<file path="config.mk">
export PLATFORM = sky130hd
export DESIGN_NAME = uart_tx_status
export DESIGN_NICKNAME = d
export VERILOG_FILES = /design/src/rtl/uart_txs_pkg.sv /design/src/rtl/uart_txs_queue.sv /design/src/rtl/uart_txs_hold.sv /design/src/rtl/uart_txs_shifttrk.sv /design/src/rtl/uart_tx_status.sv
export SDC_FILE = /design/constraint.sdc
export NUM_CORES = 1
export LEC_CHECK = 0
export BUFFER_PORTS_ARGS = -buffer_cell sky130_fd_sc_hd__buf_4
export CAP_MARGIN = 20
export CORE_ASPECT_RATIO = 0.7
export CORE_MARGIN = 2
export CORE_UTILIZATION = 40
export CTS_BUF_LIST = sky130_fd_sc_hd__clkbuf_8
export CTS_CLUSTER_SIZE = 30
export DETAILED_ROUTE_END_ITERATION = 8
export PLACE_DENSITY = 0.66
export RECOVER_POWER = 50
export SLEW_MARGIN = 20
export SYNTH_ARGS = -nofsm -noshare
export SYNTH_HDL_FRONTEND = slang
export SYNTH_SLANG_ARGS = --single-unit
</file>
<file path="constraint.sdc">
create_clock -name clk -period 4.7 [get_ports clk]
set_input_delay 1.175 -clock clk [delete_from_list [all_inputs] [get_ports clk]]
set_output_delay 1.175 -clock clk [all_outputs]
set_load 0.03 [all_outputs]
</file>
<file path="src/rtl/uart_txs_pkg.sv">
package uart_txs_pkg;

    localparam int LSR_IDLE_BIT = 6;
    localparam int LSR_REQ_BIT  = 5;

    typedef enum logic {
        MODE_SINGLE = 1'b0,
        MODE_QUEUE  = 1'b1
    } txs_mode_e;

    typedef struct packed {
        logic push;
        logic pop;
        logic clear;
    } store_ctl_t;

    function automatic logic [7:0] pack_status(input logic idle, input logic req);
        logic [7:0] s;
        s = 8'h00;
        s[LSR_IDLE_BIT] = idle;
        s[LSR_REQ_BIT]  = req;
        return s;
    endfunction

endpackage

</file>
<file path="src/rtl/uart_txs_queue.sv">
module uart_txs_queue
    import uart_txs_pkg::*;
#(
    parameter int DATA_W = 8,
    parameter int DEPTH  = 16
) (
    input  logic              clk,
    input  logic              rst,
    input  store_ctl_t        ctl,
    input  logic [DATA_W-1:0] wdata,
    output logic [DATA_W-1:0] head,
    output logic              empty
);
    localparam int PTR_W = (DEPTH > 1) ? $clog2(DEPTH) : 1;
    localparam int CNT_W = $clog2(DEPTH + 1);
    localparam logic [CNT_W-1:0] FULL_CNT = CNT_W'(DEPTH);
    localparam logic [PTR_W-1:0] LAST_PTR = PTR_W'(DEPTH - 1);

    logic [DATA_W-1:0] mem [DEPTH];
    logic [PTR_W-1:0]  wr_ptr, rd_ptr;
    logic [CNT_W-1:0]  count;
    logic              full;
    logic              do_push, do_pop;

    assign full    = (count == FULL_CNT);
    assign empty   = (count == '0);
    assign do_push = ctl.push && !full && !ctl.clear;
    assign do_pop  = ctl.pop && !empty && !ctl.clear;
    assign head    = mem[rd_ptr];

    always_ff @(posedge clk) begin
        if (do_push) begin
            mem[wr_ptr] <= wdata;
        end
    end

    always_ff @(posedge clk) begin
        if (rst || ctl.clear) begin
            wr_ptr <= '0;
            rd_ptr <= '0;
            count  <= '0;
        end else begin
            if (do_push) begin
                wr_ptr <= (wr_ptr == LAST_PTR) ? '0 : wr_ptr + 1'b1;
            end
            if (do_pop) begin
                rd_ptr <= (rd_ptr == LAST_PTR) ? '0 : rd_ptr + 1'b1;
            end
            count <= count + CNT_W'(do_push) - CNT_W'(do_pop);
        end
    end

    assert_no_overflow_R6: assert property (@(posedge clk) disable iff (rst)
        count <= FULL_CNT);

    assert_drop_when_full_R6: assert property (@(posedge clk) disable iff (rst)
        (full && ctl.push && !ctl.pop && !ctl.clear) |=> full);

    assert_clear_empties_R7: assert property (@(posedge clk) disable iff (rst)
        ctl.clear |=> empty);

endmodule

</file>
<file path="src/rtl/uart_txs_hold.sv">
module uart_txs_hold
    import uart_txs_pkg::*;
#(
    parameter int DATA_W = 8
) (
    input  logic              clk,
    input  logic              rst,
    input  store_ctl_t        ctl,
    input  logic [DATA_W-1:0] wdata,
    output logic [DATA_W-1:0] head,
    output logic              empty
);
    logic              occupied;
    logic [DATA_W-1:0] value;

    assign head  = value;
    assign empty = !occupied;

    always_ff @(posedge clk) begin
        if (rst) begin
            occupied <= 1'b0;
            value    <= '0;
        end else if (ctl.clear) begin
            occupied <= 1'b0;
        end else if (ctl.push) begin
            occupied <= 1'b1;
            value    <= wdata;
        end else if (ctl.pop) begin
            occupied <= 1'b0;
        end
    end

    assert_write_fills_R3: assert property (@(posedge clk) disable iff (rst)
        (ctl.push && !ctl.clear) |=> !empty);

    assert_newest_kept_R4: assert property (@(posedge clk) disable iff (rst)
        (ctl.push && !ctl.clear) |=> (head == $past(wdata)));

endmodule

</file>
<file path="src/rtl/uart_txs_shifttrk.sv">
module uart_txs_shifttrk (
    input  logic clk,
    input  logic rst,
    input  logic load,
    input  logic done,
    output logic busy
);
    always_ff @(posedge clk) begin
        if (rst) begin
            busy <= 1'b0;
        end else if (load) begin
            busy <= 1'b1;
        end else if (done) begin
            busy <= 1'b0;
        end
    end

    assert_load_occupies_R9: assert property (@(posedge clk) disable iff (rst)
        load |=> busy);

    assert_idle_done_ignored_R9: assert property (@(posedge clk) disable iff (rst)
        (!busy && !load) |=> !busy);

endmodule

</file>
<file path="src/rtl/uart_tx_status.sv">
module uart_tx_status
    import uart_txs_pkg::*;
#(
    parameter int DATA_W = 8,
    parameter int DEPTH  = 16
) (
    input  logic              clk,
    input  logic              rst,
    input  logic              fifo_mode_en,
    input  logic              thr_wr,
    input  logic [DATA_W-1:0] thr_wdata,
    input  logic              txf_clear,
    input  logic              irq_en,
    input  logic              shift_done,
    output logic              load_valid,
    output logic [DATA_W-1:0] load_data,
    output logic [7:0]        lsr,
    output logic              tx_empty,
    output logic              tx_req,
    output logic              irq,
    output logic              dma_req
);
    txs_mode_e         mode_q;
    logic              mode_flip;
    logic              sh_busy;
    logic              q_empty, h_empty, src_empty;
    logic [DATA_W-1:0] q_head, h_head;
    store_ctl_t        q_ctl, h_ctl;

    assign mode_flip = (fifo_mode_en != mode_q);

    always_ff @(posedge clk) begin
        if (rst) begin
            mode_q <= MODE_SINGLE;
        end else begin
            mode_q <= fifo_mode_en ? MODE_QUEUE : MODE_SINGLE;
        end
    end

    assign src_empty  = (mode_q == MODE_QUEUE) ? q_empty : h_empty;
    assign load_valid = !src_empty && !sh_busy && !mode_flip;
    assign load_data  = (mode_q == MODE_QUEUE) ? q_head : h_head;

    always_comb begin
        q_ctl.clear = mode_flip || ((mode_q == MODE_QUEUE) && txf_clear);
        q_ctl.push  = (mode_q == MODE_QUEUE) && thr_wr;
        q_ctl.pop   = (mode_q == MODE_QUEUE) && load_valid;
        h_ctl.clear = mode_flip;
        h_ctl.push  = (mode_q == MODE_SINGLE) && thr_wr;
        h_ctl.pop   = (mode_q == MODE_SINGLE) && load_valid;
    end

    uart_txs_queue #(.DATA_W(DATA_W), .DEPTH(DEPTH)) u_queue (
        .clk   (clk),
        .rst   (rst),
        .ctl   (q_ctl),
        .wdata (thr_wdata),
        .head  (q_head),
        .empty (q_empty)
    );

    uart_txs_hold #(.DATA_W(DATA_W)) u_hold (
        .clk   (clk),
        .rst   (rst),
        .ctl   (h_ctl),
        .wdata (thr_wdata),
        .head  (h_head),
        .empty (h_empty)
    );

    uart_txs_shifttrk u_shift (
        .clk  (clk),
        .rst  (rst),
        .load (load_valid),
        .done (shift_done),
        .busy (sh_busy)
    );

    assign tx_req   = src_empty;
    assign tx_empty = src_empty && !sh_busy;
    assign irq      = tx_req && irq_en;
    assign dma_req  = tx_req;
    assign lsr      = pack_status(tx_empty, tx_req);

    assert_reset_status_R1: assert property (@(posedge clk)
        $past(rst) |-> (lsr == 8'h60 && !load_valid));

    assert_idle_implies_req_R2: assert property (@(posedge clk) disable iff (rst)
        tx_empty |-> tx_req);

    assert_write_clears_req_R5: assert property (@(posedge clk) disable iff (rst)
        (thr_wr && !mode_flip && !(mode_q == MODE_QUEUE && txf_clear)) |=> !tx_req);

    assert_clear_sets_req_R7: assert property (@(posedge clk) disable iff (rst)
        (mode_q == MODE_QUEUE && txf_clear) |=> tx_req);

    assert_clear_keeps_shift_R7: assert property (@(posedge clk) disable iff (rst)
        (txf_clear && sh_busy && !shift_done) |=> !tx_empty);

    assert_dma_follows_req_R8: assert property (@(posedge clk) disable iff (rst)
        $fell(tx_req) |-> !dma_req);

    assert_flip_empties_R10: assert property (@(posedge clk) disable iff (rst)
        mode_flip |=> tx_req);

endmodule

</file>
After elaboration in Yosys (flattened, before gate mapping)
Memories as Yosys holds them, arrays and structs flattened. A register that Yosys moved wholly into a read port is not among the register bits.
Cells that the tools add are included.
{ "word_totals": {"reg_bits": 24, "ramBits": 128, "input_bits": 15, "out_inout_bits": 21, "wordCells": 58, "memories": 1} }
{ "memory_table": {"columns": ["memory", "words", "word_bits", "rd", "rd_ports_with_merged_regs", "wr", "line", "rtl"], "rows": [
  ["u_queue.mem", 16, 8, 1, 1, 1, "uart_txs_queue.sv:19", "logic [DATA_W-1:0] mem [DEPTH];"]
]} }
{ "classes": {"n_addsub": 4, "n_eq_ne": 4, "n_mux": 13, "bitwise": 2, "reduce_logical": 27} }
{ "ops": {"columns": ["cell", "n"], "rows": [
  ["4-bit two-way mux", 4],
  ["1-bit logical AND", 13],
  ["4-bit by 1-bit adder with 4-bit output, second input constant", 2],
  ["4-bit == test, second input constant", 2],
  ["1-bit two-way mux", 8],
  ["8-bit two-way mux", 1],
  ["1-bit logical NOT", 7],
  ["5-bit by 1-bit adder with 5-bit output", 1],
  ["5-bit == test, second input constant", 1],
  ["5-bit logical NOT", 1],
  ["5-bit by 1-bit subtractor with 5-bit output", 1],
  ["2-bit nonzero test", 2],
  ["1-bit logical OR", 2],
  ["1-bit inverter", 2],
  ["2-bit AND reduction", 1],
  ["2-bit OR reduction", 1],
  ["1-bit != test", 1]
]} }

Logic depth before layout (Yosys ltp)
Gate-level depths: netlist of run 1.
{ "depth": {"ltp_word": 10, "depth_mapped": 12, "ltp_nobuf": 12} }

By module
Synthesis of run 1 repeated with hierarchy kept, for this count alone.
{ "hier_totals": {"cells_unflattened": 385, "hier_area_um2": 6642.6} }
{ "modules_own_cells": {"columns": ["mod", "n_inst", "cells_each", "area_each_um2"], "rows": [
  ["uart_txs_queue", 1, 307, 5845.6],
  ["uart_txs_hold", 1, 39, 425.4],
  ["uart_tx_status", 1, 35, 332.8],
  ["uart_txs_shifttrk", 1, 4, 38.8]
]} }

Worst setup path after synthesis of run 1
OpenSTA, ideal clock, no wires.
{ "synth_timing": {"path_kind": "input-to-output", "startpoint": "input fifo_mode_en", "endpoint": "output load_valid", "t_arrival_ps": 2961, "setup_slack_ps": 564, "path_stages": 2, "path_cell_list": "xor2_1 > a2111oi_0"} }
{ "synth_via": {"elab_chain_len": 3} }
{ "synth_rtl": {"columns": ["item", "line", "rtl"], "rows": [
  ["from (decl)", "uart_tx_status.sv:9", "input logic fifo_mode_en,"],
  ["1-bit != test", "uart_tx_status.sv:30", "assign mode_flip = (fifo_mode_en != mode_q);"],
  ["1-bit logical NOT", "uart_tx_status.sv:41", "assign load_valid = !src_empty && !sh_busy && !mode_flip;"],
  ["1-bit logical AND", "uart_tx_status.sv:41", null],
  ["to (decl)", "uart_tx_status.sv:15", "output logic load_valid,"]
]} }
No other way between the ends.

==> run summary, run 1 <==
## Run status
* **result of the run** complete, no violations

## Timing
* **min Tclk post-route** 3820 ps
* **post-route worst setup slack** 883 ps
* **setup-violating endpoint count in the final report** 0
* **total count of max-transition violations in the final report** 0
* **aggregate negative setup slack** 0 ps
* **final hold vios** 0
* **worst slew slack as a fraction of its limit** 35.0%
* **Worst-Margin Slew** 973 ps
* **maximum clock skew at final layout** 15.0 ps
* **achievable clock frequency** 0.262 GHz
* **unrepaired setup endpoints after global routing** no
* **ratio of final minimum period to clock period** 81.2%

## Setup path
* **Required @ worst endpoint** 3520 ps
* **WP buf/inv** 2
* **cells traversed along the worst timing path** buf_4 > mux4_1 > mux2_2 > o22ai_1 > a21oi_1 > buf_4
* **category of the most critical setup path** flop to primary output
* **critical-path cell with the highest stage delay** mux4_1
* **startpoint kind of the worst setup timing path** flop
* **logic depth of the worst path, buffers included** 6
* **endpoint type of the worst setup path** primary output
* **crit-path leading delay family** multiplexers
* **number of cells on the worst reg-to-reg path** 10
* **slowest cell delay on critical path** 620 ps
* **Data arrival, critical path** 2640 ps
* **Worst Path Max Fanout** 32
* **dominant cell type by count on the critical path** buf_4

## Finish
* **register cell area after layout** 0.00440 mm^2
* **diode insertion count for antenna repair** 0
* **share of final-layout standard cells stronger than drive strength 1** 22.2%
* **leading cell type in the layout, fill and taps excluded** edfxtp_1
* **area used by multi-input combinational logic** 0.00182 mm^2
* **area growth from synthesis to final layout** 12.4%
* **final net count** 456
* **leading cell types in the layout, fill and taps excluded** edfxtp_1, buf_4, dfxtp_1
* **count of fill cells added during filler insertion** 1319

## Floorplanning
* **starting utilization of the core area** 41.2%
* **chip height** 110 um
* **number of I/O pins** 36
* **area of the die** 0.0172 mm^2
* **area of the core** 0.0156 mm^2
* **chip width** 156 um
* **row count** 38

## Flow run
* **number of max-cap violations** 0

## Global route
* **leftover overflow at the end of global routing** 0
* **antenna violations before repair** 0
* **global-route wire length before repair** 19900 um
* **total global-route track usage** 16.3%
* **pin count of the biggest net entering global routing** 33
* **number of global-route vias before repair** 3409

## Synthesis
* **post-synthesis compound-gate area fraction** 5.01%
* **Post-Synth XOR/XNOR Area** 0.680%
* **post-synthesis async set-or-reset flop share** 0%
* **Cell variety after synth** 47
* **Mapped Area** 0.00644 mm^2
* **area fraction in and, or, nand and nor cells after synthesis** 5.50%
* **number of warning messages in the yosys log** 0
* **top_reg_cell synth** edfxtp_1
* **post-synth top area share** 59.7%
* **syn avg cell area** 16.6 um^2
* **largest family of logic cells by synthesized area** multiplexers
* **fraction of synthesized area in multiplexers** 13.9%
* **top cells by area, synth** edfxtp_1, dfxtp_1, mux4_1, mux4_2, ha_1
* **Post-Syn Instances** 388
* **flip-flop and latch count after synthesis** 156
* **dominant cell type by area after synthesis** edfxtp_1
* **share of the yosys chip area belonging to registers** 68.4%
* **share of synthesized cell area in full adder, half adder and majority cells** 2.45%
* **number of enable flip-flop cells after synthesis** 128

## Pwr
* **pwr dens** 357 mW/mm^2
* **leakage power** 0.00237 uW
* **IR drop worst, VDD** 0.197 mV
* **Total Power Consumption** 2590 uW

## Clock tree
* **clk sinks** 156
* **clock root cell** clkbuf_8
* **Resized Gates After CTS** 0
* **clock tree from TritonCTS** done
* **clock latency reported for the late side of the worst-skew pair** 460 ps
* **count of hold buffers inserted by post-cts repair** 0
* **H-tree levels** 4
* **Reg clk slew, reported paths** 80 ps
* **total CTS buffers** 17
* **number of post-CTS setup repair buffers** 0
* **buffers from clock root to sink, at most** 2

## Drt
* **Final Routed Wirelength** 13000 um
* **DR iter-0 viols** 203
* **DRT Pass-1 Iters** 5
* **drt drc** 0
* **total vias in the final route** 3456
* **Antenna Nets Post-Route** 0
* **via density per instance** 5.38
* **drt wl/cell** 20.2 um

## Placed design
* **Final GP Congestion** 0.772
* **total half-perimeter wirelength after legalization and detailed placement** 8390 um
* **port buffer count** 29
* **dpl ws** 980 ps

## Min path
* **cell depth of the worst min-delay path** 2
* **class of the worst hold path** flop to flop

## synthesized netlist by cell type, types with 2 or more instances
master / instances
nor2_1: 13
xor2_1: 2
buf_2: 5
buf_6: 3
xnor2_1: 3
mux4_2: 15
edfxtp_1: 128
nand3_1: 4
buf_4: 10
and2_1: 2
a21o_1: 3
inv_1: 18
clkbuf_1: 9
ha_1: 11
nor2b_1: 2
mux2_2: 8
nor4b_1: 2
a21oi_1: 24
nand2_1: 25
nor4_1: 7
dfxtp_1: 28
mux4_1: 17
mux2i_1: 2
o22ai_1: 16
nor3_1: 9
## power breakdown
part / leakage (uW) / switching (uW) / internal, uW / total [uW]
registers: 0.00138 / 6.06 / 1500 / 1500
logic: 0.000797 / 70.3 / 28.3 / 98.6
clock network: 0.000201 / 547 / 439 / 986
## kinds of logic (layout without fill, tap and decap cells)
group	after synthesis	after routing
XOR/XNOR	5	5
flip-flops	156	156
AO/OA/AOI/OAI	53	53
buffers and inverters	47	96
adder cells (fa/ha/maj)	12	12
AND/OR/NAND/NOR	72	72
other	1	6
multiplexers	42	42
## tightest hold or removal path: stages, from the launching register on
cell and delay [ps]:
dfxtp_1 320, nand2_1 50, a21oi_1 50
## cell type report
class	count	share of cell area (%)
flip-flops and latches	156	60.8
inverters	18	0.933
clock buffers	17	3.23
repair buffers	46	4.30
well taps	200	3.46
clock inverters	15	2.13
multi-input cells	190	25.1
## state kept, by name (all words and copies together), names as in the netlist, named ones only
name,flops
u_hold.occupied,1
u_shift.busy,1
u_queue.count,5
u_queue.mem,128
u_hold.head,8
u_queue.wr_ptr,4
u_queue.rd_ptr,4
mode_q,1
## through the flow
step	cell area (um^2)	hold slack (ps)	util (%)	std cells
after floorplan	6460	436	-	393
after global placement	6890	443	44.0	610
after detailed placement	6890	446	44.0	610
after CTS	7280	459	46.5	642
after global routing	7240	473	46.3	642
final	7240	457	46.3	642
## final timing paths
check	start	endpoint	slack, ps
max reg2reg	mode_q	u_queue.count[4]	1330
max	flop	load_data[3]	880
min reg2reg	u_hold.head[3]	u_hold.head[3]	460
min	u_hold.head[3]	u_hold.head[3]	460
## routing by layer
| layer | up-vias | track usage (%) | wire (um) |
|---|---|---|---|
| met5 | - | 0 | 0 |
| met4 | 0 | 5.24 | 125 |
| met3 | 10 | 3.75 | 679 |
| met2 | 100 | 25.9 | 6290 |
| met1 | 1757 | 22.6 | 5900 |
| li1 | 1589 | - | - |
(Power assumes the default switching activity.)
==> run 2, diff against run 1 <==
--- a/config.mk
+++ b/config.mk
@@ -13,7 +13,7 @@
 export CTS_BUF_LIST = sky130_fd_sc_hd__clkbuf_8
 export CTS_CLUSTER_SIZE = 30
 export DETAILED_ROUTE_END_ITERATION = 8
-export PLACE_DENSITY = 0.66
+export PLACE_DENSITY = 0.68
 export RECOVER_POWER = 50
 export SLEW_MARGIN = 20
 export SYNTH_ARGS = -nofsm -noshare
==> constraint.sdc (replaced) <==
create_clock -name clk -period 3.5 [get_ports clk]
set_input_delay 0.875 -clock clk [delete_from_list [all_inputs] [get_ports clk]]
set_output_delay 0.875 -clock clk [all_outputs]
set_load 0.03 [all_outputs]
==> run 2 against run 1 <==
Routed wire length is 0.18% higher. Worst hold slack better by 2.1 ps. Count of clock-buffer cells in the layout stayed put. Sequential cell count stayed put. Via count is 1.9% higher. Largest cell class unchanged. Highest routed layer unchanged.
==> run summary, run 2 (synthesized netlist as in run 1, its figures left out) <==
## Setup path
* **r2r setup slk** 420 ps, -910 ps
* **endpoint type of the worst setup path** primary output
* **Required @ worst endpoint** 2620 ps, -900 ps
* **Worst Path Max Fanout** 32, unchanged
* **Worst R2R Start** u_queue.count[3]
* **number of cells on the worst reg-to-reg path** 12, +2
* **worst flop-to-flop path endpoint** u_queue.count[4]
* **startpoint kind of the worst setup timing path** flop
* **Data arrival, critical path** 2440 ps, -200 ps
* **category of the most critical setup path** flop to primary output

## Clock tree
* **H-tree levels** 4, unchanged
* **count of hold buffers inserted by post-cts repair** 0, unchanged
* **clock root cell** clkbuf_8
* **Resized Gates After CTS** 0, unchanged
* **Reg clk slew, reported paths** 90 ps, about the same
* **clk sinks** 156, unchanged
* **number of post-CTS setup repair buffers** 0, unchanged
* **total CTS buffers** 17, unchanged
* **clock latency reported for the late side of the worst-skew pair** 450 ps, about the same
* **clock tree from TritonCTS** done
* **buffers from clock root to sink, at most** 2, unchanged

## Floorplanning
* **area of the core** 0.0156 mm^2, unchanged
* **number of I/O pins** 36, unchanged
* **chip width** 156 um, unchanged
* **chip height** 110 um, unchanged
* **row count** 38, unchanged
* **area of the die** 0.0172 mm^2, unchanged
* **starting utilization of the core area** 41.2%, unchanged

## Placed design
* **Final GP Congestion** 0.826, +7.0%
* **port buffer count** 29, unchanged
* **total half-perimeter wirelength after legalization and detailed placement** 8610 um, +2.6%
* **Placement Cell Area** 0.00699 mm^2, +1.5%

## Timing
* **setup-violating endpoint count in the final report** 0, unchanged
* **unrepaired setup endpoints after global routing** no
* **ratio of final minimum period to clock period** 94.6%
* **Min Hold Slack** 459 ps, +2.07 ps
* **min Tclk post-route** 3310 ps
* **final hold vios** 0, unchanged
* **aggregate negative setup slack** 0 ps, unchanged
* **achievable clock frequency** 0.302 GHz
* **worst slew slack as a fraction of its limit** 41.9%, +6.9 points
* **Worst-Margin Slew** 871 ps, -102 ps
* **maximum clock skew at final layout** 13.0 ps, -1.95 ps
* **total count of max-transition violations in the final report** 0, unchanged

## Global route
* **pin count of the biggest net entering global routing** 33, unchanged
* **antenna violations before repair** 0, unchanged
* **number of global-route vias before repair** 3536, +3.7%
* **global-route wire length before repair** 20000 um, +0.42%
* **total global-route track usage** 16.1%, -0.22 points
* **leftover overflow at the end of global routing** 0, unchanged

## Finish
* **count of fill cells added during filler insertion** 1310, -0.68%
* **max FFs per register** 128, unchanged
* **diode insertion count for antenna repair** 0, unchanged
* **area growth from synthesis to final layout** 14.5%
* **share of final-layout standard cells stronger than drive strength 1** 23.1%, +0.94 points
* **leading cell types in the layout, fill and taps excluded** edfxtp_1, buf_4, dfxtp_1
* **leading cell type in the layout, fill and taps excluded** edfxtp_1
* **final net count** 464, +1.8%
* **final core utilization** 47.2%, +0.87 points
* **top register by number of flip-flops** u_queue.mem
* **final design area excluding fillers** 0.00738 mm^2, +1.9%

## Min path
* **launch instance of the worst min-delay path** u_hold.head[1]
* **cell depth of the worst min-delay path** 2, unchanged
* **class of the worst hold path** flop to flop
* **destination of the worst hold path** u_hold.head[1]

## Pwr
* **IR drop worst, VDD** 0.214 mV, +8.5%
* **Flop pwr share** 55.8%, -2.3 points
* **reported net switching power** 785 uW, +26%
* **leakage power** 0.00242 uW, +1.9%
* **clock network fraction of total power** 40.3%, +2.2 points
* **P_int** 2820 uW, +44%
* **pwr dens** 489 mW/mm^2, +37%
* **Logic pwr share** 3.9%, about the same
* **Sw Ratio** 21.7%, -2.3 points

## Drt
* **drt drc** 0, unchanged
* **Final Routed Wirelength** 13000 um, +0.18%
* **DR iter-0 viols** 292, +44%
* **Antenna Nets Post-Route** 0, unchanged
* **via density per instance** 5.42, +0.60%
* **drt wl/cell** 20.0 um, -1.0%
* **DRT Pass-1 Iters** 4, -1
* **total vias in the final route** 3520, +1.9%

## Run status
* **result of the run** complete, no violations

## Flow run
* **number of max-cap violations** 0, unchanged

==> run 2: changes by cell type in the layout (fill, tap and decap cells not counted), sizes merged <==
cell / previous run / this run
inv: 26 / 23
clkinv: 6 / 2
buf: 37 / 42
clkbuf: 26 / 29
clkinvlp: 0 / 4
bufinv: 1 / 4
==> run 2: worst max-delay path by stage <==
stage / slack, ps / cells after the start / endpoint
6_report: 190 / 6 / load_data[7]
5_1_grt: 110 / 6 / load_data[7]
4_1_cts: 180 / 5 / load_data[3]
3_5_place_dp: 430 / 12 / u_queue.count[4]
3_3_place_gp: 530 / 11 / u_queue.count[4]
2_1_floorplan: 400 / 2 / load_valid
==> run 2: area by class of cell <==
cell class                      count  area (um^2)  share of cell area [%]
Clock buffer                       17          234                    3.17
Clock inverter                     15          196                    2.66
Sequential cell                   156         4400                    59.7
Multi-Input combinational cell    190         1840                    24.9
Inverter                           18         67.6                   0.916
Timing Repair Buffer               54          385                    5.22
Tap cell                          200          250                    3.39
==> run 2: worst max-delay path, stage by stage (launching register included) <==
cell and delay, ps:
dfxtp_1 360, buf_12 240, mux4_1 670, mux2_2 300
o22ai_1 110, a21oi_1 90, buf_4 190
==> run 2: per-layer routing <==
layer  vias to the layer above  part of all wire, %  global-route usage, %  wire length, um
met5                         -                    0                      0                0
met4                         0                  1.2                   4.26              155
met3                        15                  6.5                   4.77              840
met2                       102                   45                   24.3             5870
met1                      1795                   47                   23.0             6150
li1                       1608                    -                      -                -
==> run 2: metrics by stage <==
stage / power, uW / worst slack [ps] / cells
2_1_floorplan: 2140 / 397 / 393
3_3_place_gp: 2200 / 530 / 618
3_5_place_dp: 2200 / 435 / 618
4_1_cts: 3650 / 179 / 650
5_1_grt: 3720 / 107 / 650
6_report: 3610 / 190 / 650
==> run 2: power groups by stage <==
stage          registers [uW]  logic [uW]  clock network (uW)
5_1_grt                  2010         152                1560
6_report                 2010         140                1460
2_1_floorplan            2050        84.3                   0
3_5_place_dp             2050         146                   0
3_3_place_gp             2050         141                   0
4_1_cts                  2010         146                1490
